File: src/rtl/sa_fifo_pkg.sv
package sa_fifo_pkg;

  // Strobes issued by the control to the datapath each cycle
  typedef struct packed {
    logic clr;    // synchronous clear of pointers and count
    logic push;   // accepted write into core storage
    logic pull;   // core read: load the read register from storage
    logic shift;  // move read register into output flop (extra stage only)
  } ctrlStrobes_t;

endpackage

File: src/rtl/sa_fifo_datapath.sv
module sa_fifo_datapath
  import sa_fifo_pkg::*;
#(
  parameter int DATA_W    = 8,
  parameter int DEPTH     = 8,
  parameter bit EXTRA_REG = 1'b0,
  localparam int AW = $clog2(DEPTH),
  localparam int CW = $clog2(DEPTH + 1)
) (
  input  logic              clk,
  input  ctrlStrobes_t      strobe,
  input  logic [DATA_W-1:0] wrData,
  output logic [DATA_W-1:0] qOut,
  output logic [CW-1:0]     innerCount
);

  logic [DATA_W-1:0] storage [DEPTH];
  logic [AW-1:0]     wrPtr;
  logic [AW-1:0]     rdPtr;
  logic [DATA_W-1:0] ramQ;

  // Pointer wrap helper for power-of-two and other depths
  function automatic logic [AW-1:0] nextPtr(input logic [AW-1:0] p);
    if (int'(p) == DEPTH - 1) return '0;
    return p + 1'b1;
  endfunction

  always_ff @(posedge clk) begin
    if (strobe.push) storage[wrPtr] <= wrData;
  end

  always_ff @(posedge clk) begin
    if (strobe.clr) begin
      wrPtr <= '0;
      rdPtr <= '0;
    end else begin
      if (strobe.push) wrPtr <= nextPtr(wrPtr);
      if (strobe.pull) rdPtr <= nextPtr(rdPtr);
    end
  end

  always_ff @(posedge clk) begin
    if (strobe.clr) innerCount <= '0;
    else begin
      case ({strobe.push, strobe.pull})
        2'b10:   innerCount <= innerCount + 1'b1;
        2'b01:   innerCount <= innerCount - 1'b1;
        default: innerCount <= innerCount;
      endcase
    end
  end

  // Registered read port: data appears the cycle after the pull strobe
  always_ff @(posedge clk) begin
    if (strobe.pull) ramQ <= storage[rdPtr];
  end

  generate
    if (EXTRA_REG) begin : gOutFlop
      logic [DATA_W-1:0] outReg;
      always_ff @(posedge clk) begin
        if (strobe.shift) outReg <= ramQ;
      end
      assign qOut = outReg;
    end else begin : gDirect
      assign qOut = ramQ;
    end
  endgenerate

endmodule

File: src/rtl/sa_fifo_ctrl.sv
module sa_fifo_ctrl
  import sa_fifo_pkg::*;
#(
  parameter int DEPTH          = 8,
  parameter bit EXTRA_REG      = 1'b0,
  parameter int NEAR_EMPTY_LVL = 1,
  parameter int NEAR_FULL_LVL  = DEPTH - 1,
  localparam int CW = $clog2(DEPTH + 1),
  localparam int UW = $clog2(DEPTH + 3)
) (
  input  logic          clk,
  input  logic          clear,
  input  logic          wrEn,
  input  logic          rdEn,
  input  logic [CW-1:0] innerCount,
  output ctrlStrobes_t  strobe,
  output logic          empty,
  output logic          full,
  output logic          nearlyEmpty,
  output logic          nearlyFull,
  output logic [UW-1:0] used
);

  logic innerEmpty;
  logic innerFull;
  logic stage0Valid;   // read register holds a fetched word
  logic stage1Valid;   // output flop holds a word (extra stage only)
  logic outValid;
  logic consume;
  logic move;
  logic pull;
  logic drain0;

  assign innerEmpty = (innerCount == '0);
  assign innerFull  = (int'(innerCount) == DEPTH);

  generate
    if (EXTRA_REG) begin : gTwoStage
      assign outValid = stage1Valid;
      assign consume  = rdEn & stage1Valid;
      assign move     = stage0Valid & (~stage1Valid | consume);
      assign drain0   = move;

      always_ff @(posedge clk) begin
        if (clear)        stage1Valid <= 1'b0;
        else if (move)    stage1Valid <= 1'b1;
        else if (consume) stage1Valid <= 1'b0;
      end
    end else begin : gOneStage
      assign outValid    = stage0Valid;
      assign consume     = rdEn & stage0Valid;
      assign move        = 1'b0;
      assign drain0      = consume;
      assign stage1Valid = 1'b0;
    end
  endgenerate

  // Fetch from the core when it has data and stage 0 is free or leaving
  assign pull = ~innerEmpty & (~stage0Valid | drain0);

  always_ff @(posedge clk) begin
    if (clear)       stage0Valid <= 1'b0;
    else if (pull)   stage0Valid <= 1'b1;
    else if (drain0) stage0Valid <= 1'b0;
  end

  always_comb begin
    strobe       = '0;
    strobe.clr   = clear;
    strobe.push  = wrEn & ~innerFull & ~clear;
    strobe.pull  = pull & ~clear;
    strobe.shift = move & ~clear;
  end

  assign used        = UW'(innerCount) + UW'(stage0Valid) + UW'(stage1Valid);
  assign empty       = ~outValid;
  assign full        = innerFull;
  assign nearlyEmpty = (int'(used) <= NEAR_EMPTY_LVL);
  assign nearlyFull  = (int'(used) >= NEAR_FULL_LVL);

endmodule

File: src/rtl/showahead_fifo.sv
module showahead_fifo
  import sa_fifo_pkg::*;
#(
  parameter int DATA_W         = 8,
  parameter int DEPTH          = 8,
  parameter bit EXTRA_REG      = 1'b0,
  parameter int NEAR_EMPTY_LVL = 1,
  parameter int NEAR_FULL_LVL  = DEPTH - 1,
  localparam int CW = $clog2(DEPTH + 1),
  localparam int UW = $clog2(DEPTH + 3)
) (
  input  logic              clk,
  input  logic              clear,
  input  logic              wrEn,
  input  logic [DATA_W-1:0] wrData,
  input  logic              rdEn,
  output logic [DATA_W-1:0] rdData,
  output logic              full,
  output logic              empty,
  output logic              nearlyFull,
  output logic              nearlyEmpty,
  output logic [UW-1:0]     used
);

  ctrlStrobes_t  strobe;
  logic [CW-1:0] innerCount;

  sa_fifo_ctrl #(
    .DEPTH(DEPTH), .EXTRA_REG(EXTRA_REG),
    .NEAR_EMPTY_LVL(NEAR_EMPTY_LVL), .NEAR_FULL_LVL(NEAR_FULL_LVL)
  ) uCtrl (
    .clk(clk), .clear(clear), .wrEn(wrEn), .rdEn(rdEn),
    .innerCount(innerCount), .strobe(strobe),
    .empty(empty), .full(full), .nearlyEmpty(nearlyEmpty),
    .nearlyFull(nearlyFull), .used(used)
  );

  sa_fifo_datapath #(
    .DATA_W(DATA_W), .DEPTH(DEPTH), .EXTRA_REG(EXTRA_REG)
  ) uData (
    .clk(clk), .strobe(strobe), .wrData(wrData),
    .qOut(rdData), .innerCount(innerCount)
  );

endmodule

File: config.mk
export PLATFORM = sky130hd
export DESIGN_NAME = showahead_fifo
export DESIGN_NICKNAME = d
export VERILOG_FILES = /design/src/rtl/sa_fifo_pkg.sv /design/src/rtl/sa_fifo_datapath.sv /design/src/rtl/sa_fifo_ctrl.sv /design/src/rtl/showahead_fifo.sv
export SDC_FILE = /design/constraint.sdc
export NUM_CORES = 1
export LEC_CHECK = 0
export CORE_MARGIN = 5
export CORE_UTILIZATION = 35
export DETAILED_ROUTE_END_ITERATION = 10
export DONT_BUFFER_PORTS = 1
export PLACE_DENSITY = 0.56
export SYNTH_ARGS = -nofsm -noshare
export SYNTH_HDL_FRONTEND = slang
export SYNTH_HIERARCHICAL = 1
export SYNTH_SLANG_ARGS = --single-unit
File: constraint.sdc
create_clock -name clk -period 3.7 [get_ports clk]
set_input_delay 0.185 -clock clk [delete_from_list [all_inputs] [get_ports clk]]
set_output_delay 0.185 -clock clk [all_outputs]
set_load 0.005 [all_outputs]
==> impl_metrics.ini <==
[run_status]
status = completed

[global_routing]
grt_first_pass_wirelength_um = 9360
antenna_found_initial = 0
grt_pass1_vias = 1654
grt_usage = 0.109
grt_max_degree = 20
grt_overflow = 0

[timing]
hold_viol = 0
tightest_slew_ns = 1.03
finalSetupTns_ns = 0
fin_crit_sh = 0.800
grt_setup_unrepaired = false
clock.fmax_mhz = 338
slew_violations = 0
clock_skew_ns = 0.0120
setup_viol = 0
slew_headroom = 0.312
min_period_ns = 2.96

[layout]
layout_common_cells = 72 x edfxtp_1, 16 x nor2_1, 11 x dfxtp_1
stdcell_count = 337
drive_gt1_frac = 0.181
nNetsFinal = 220
antenna_cells = 0
fill_cells = 889
regArea_sq_um = 2380
multiInputGateArea_sq_um = 991
area_growth_pct = 12.9
stdcell_area_sq_um = 3880
final_common_cell = edfxtp_1

[power_and_ir_drop]
cellPowerDensity_nw_per_um2 = 616
p_comb_frac = 0.210
peakVddDrop_mv = 0.242
p_int_uw = 1750
total_leakage_power_uw = 0.00129
switching_share = 0.266
power_switching_uw = 634
clkPwrFrac = 0.296
p_seq_frac = 0.494

[synth]
ys.warnings.count = 6
syn-instance-count = 184
syn-cell-area_sq_um = 3430
syn_nets = 205
syn_avg_cell_area_sq_um = 18.7

[route]
drt-total-wl_um = 5960
first_pass_iters = 5
viasPerCell = 4.85
vias = 1635
route.detailed.drc = 0
drt-initial-drc-count = 87
ant_nets = 0
avgRoutedWirePerCell_um = 17.7

[critical_path]
cp.arrival_ns = 3.23
cp_data_required_time_ns = 3.96
critPathMaxFanout = 13
path_class = reg -> reg
start_kind = flip-flop
crit_slowest_cell = nor3b_2
slowest_delay_ns = 0.84
critPathTopFamily = simple AND/OR/NAND/NOR gates
worst_setup_path_end_kind = flip-flop
crit_path_cell_trace = nor4_1, nor3b_2, ha_1, xor2_1, ha_1, a21oi_1, xor2_1, or3_1, a21oi_1
critPathBufInv = 0

[placed_design]
gp_congestion = 0.681
place_hpwl_um = 3650
dpl_cell_area_sq_um = 3570
port_buffers = 0
dp.cells = 312

[clocking]
holdBufCountCts = 9
htreeDepth = 3
post_cts.repair.setup_buffers = 0
cts_tree = built
cts.repair.resized = 0
clk_latency_ns = 0.34
clock_sinks = 83
cts_root_buf = clkbuf_8
clk_pin_slew_ns = 0.08
clockBufferDepth = 2
cts_made_buffers = 9

[floorplan]
pin_count = 28
rows = 36
core_sq_um = 9680
die_h_um = 109
die_area_sq_um = 11900
die_w_um = 109
initial_core_util = 0.355

[flow_run]
drv_cap = 0

[hold_path]
worstHoldPathType = in -> reg
[worst paths after layout]
kind	startpoint	to	slack, ns	depth (start not counted)
setup / recovery	uData/innerCount[1]$_SDFFE_PP0P_	uData/innerCount[2]$_SDFFE_PP0P_	0.74	9
setup reg to reg	uData/innerCount[1]$_SDFFE_PP0P_	uData/innerCount[2]$_SDFFE_PP0P_	0.74	9
hold reg to reg	uCtrl/outValid$_SDFFE_PP0P_	uCtrl/outValid$_SDFFE_PP0P_	0.54	2
hold / removal	rdEn	uCtrl/outValid$_SDFFE_PP0P_	0.06	2
[area by class of cell]
| type | count | share of cell area |
|---|---|---|
| clock buffer | 11 | 0.0339 |
| clock inverter | 5 | 0.0219 |
| inverter | 2 | 0.00194 |
| multi-input combinational | 91 | 0.256 |
| sequential | 83 | 0.615 |
| tap | 133 | 0.0429 |
| timing repair buffer | 12 | 0.0291 |
[per-stage QoR]
step,hold slack [ns],setup WS (ns),utilization,power (uW)
2_1_floorplan,0.254,0.563,-,1610
3_3_place_gp,0.257,0.772,0.369,1690
3_5_place_dp,0.259,0.724,0.369,1690
4_1_cts,0.0434,0.695,0.400,2420
5_1_grt,0.0683,0.386,0.400,2520
6_report,0.0619,0.739,0.400,2390
[flip-flops by register name (all words and copies together), names as in the netlist]
register	flops
uData/qOut	8
uData/innerCount	4
uData/wrPtr	3
uCtrl/outValid	1
uData/storage	64
uData/rdPtr	3
[power by group through the flow]
stage | combinational (uW) | sequential [uW] | clock, uW
after global placement | 486 | 1200 | 0
final | 500 | 1180 | 707
after global routing | 548 | 1190 | 778
after CTS | 508 | 1180 | 726
after detailed placement | 487 | 1200 | 0
after floorplan | 438 | 1180 | 0
[worst register-to-register path, cell delays in order (launching register included)]
cell     delay [ns]
dfxtp_1        0.51
nor4_1         0.14
nor3b_2        0.84
ha_1           0.40
xor2_1         0.18
ha_1           0.16
a21oi_1        0.05
xor2_1         0.16
or3_1          0.31
a21oi_1        0.15
[layer usage]
layer,GRT usage,vias to the layer above,share of wire
met3,0.0249,6,0.025
met2,0.168,30,0.49
li1,-,759,-
met4,0.0568,0,0.015
met1,0.142,840,0.47
met5,0,-,0
Note: power is estimated with default switching activity, not from simulation.
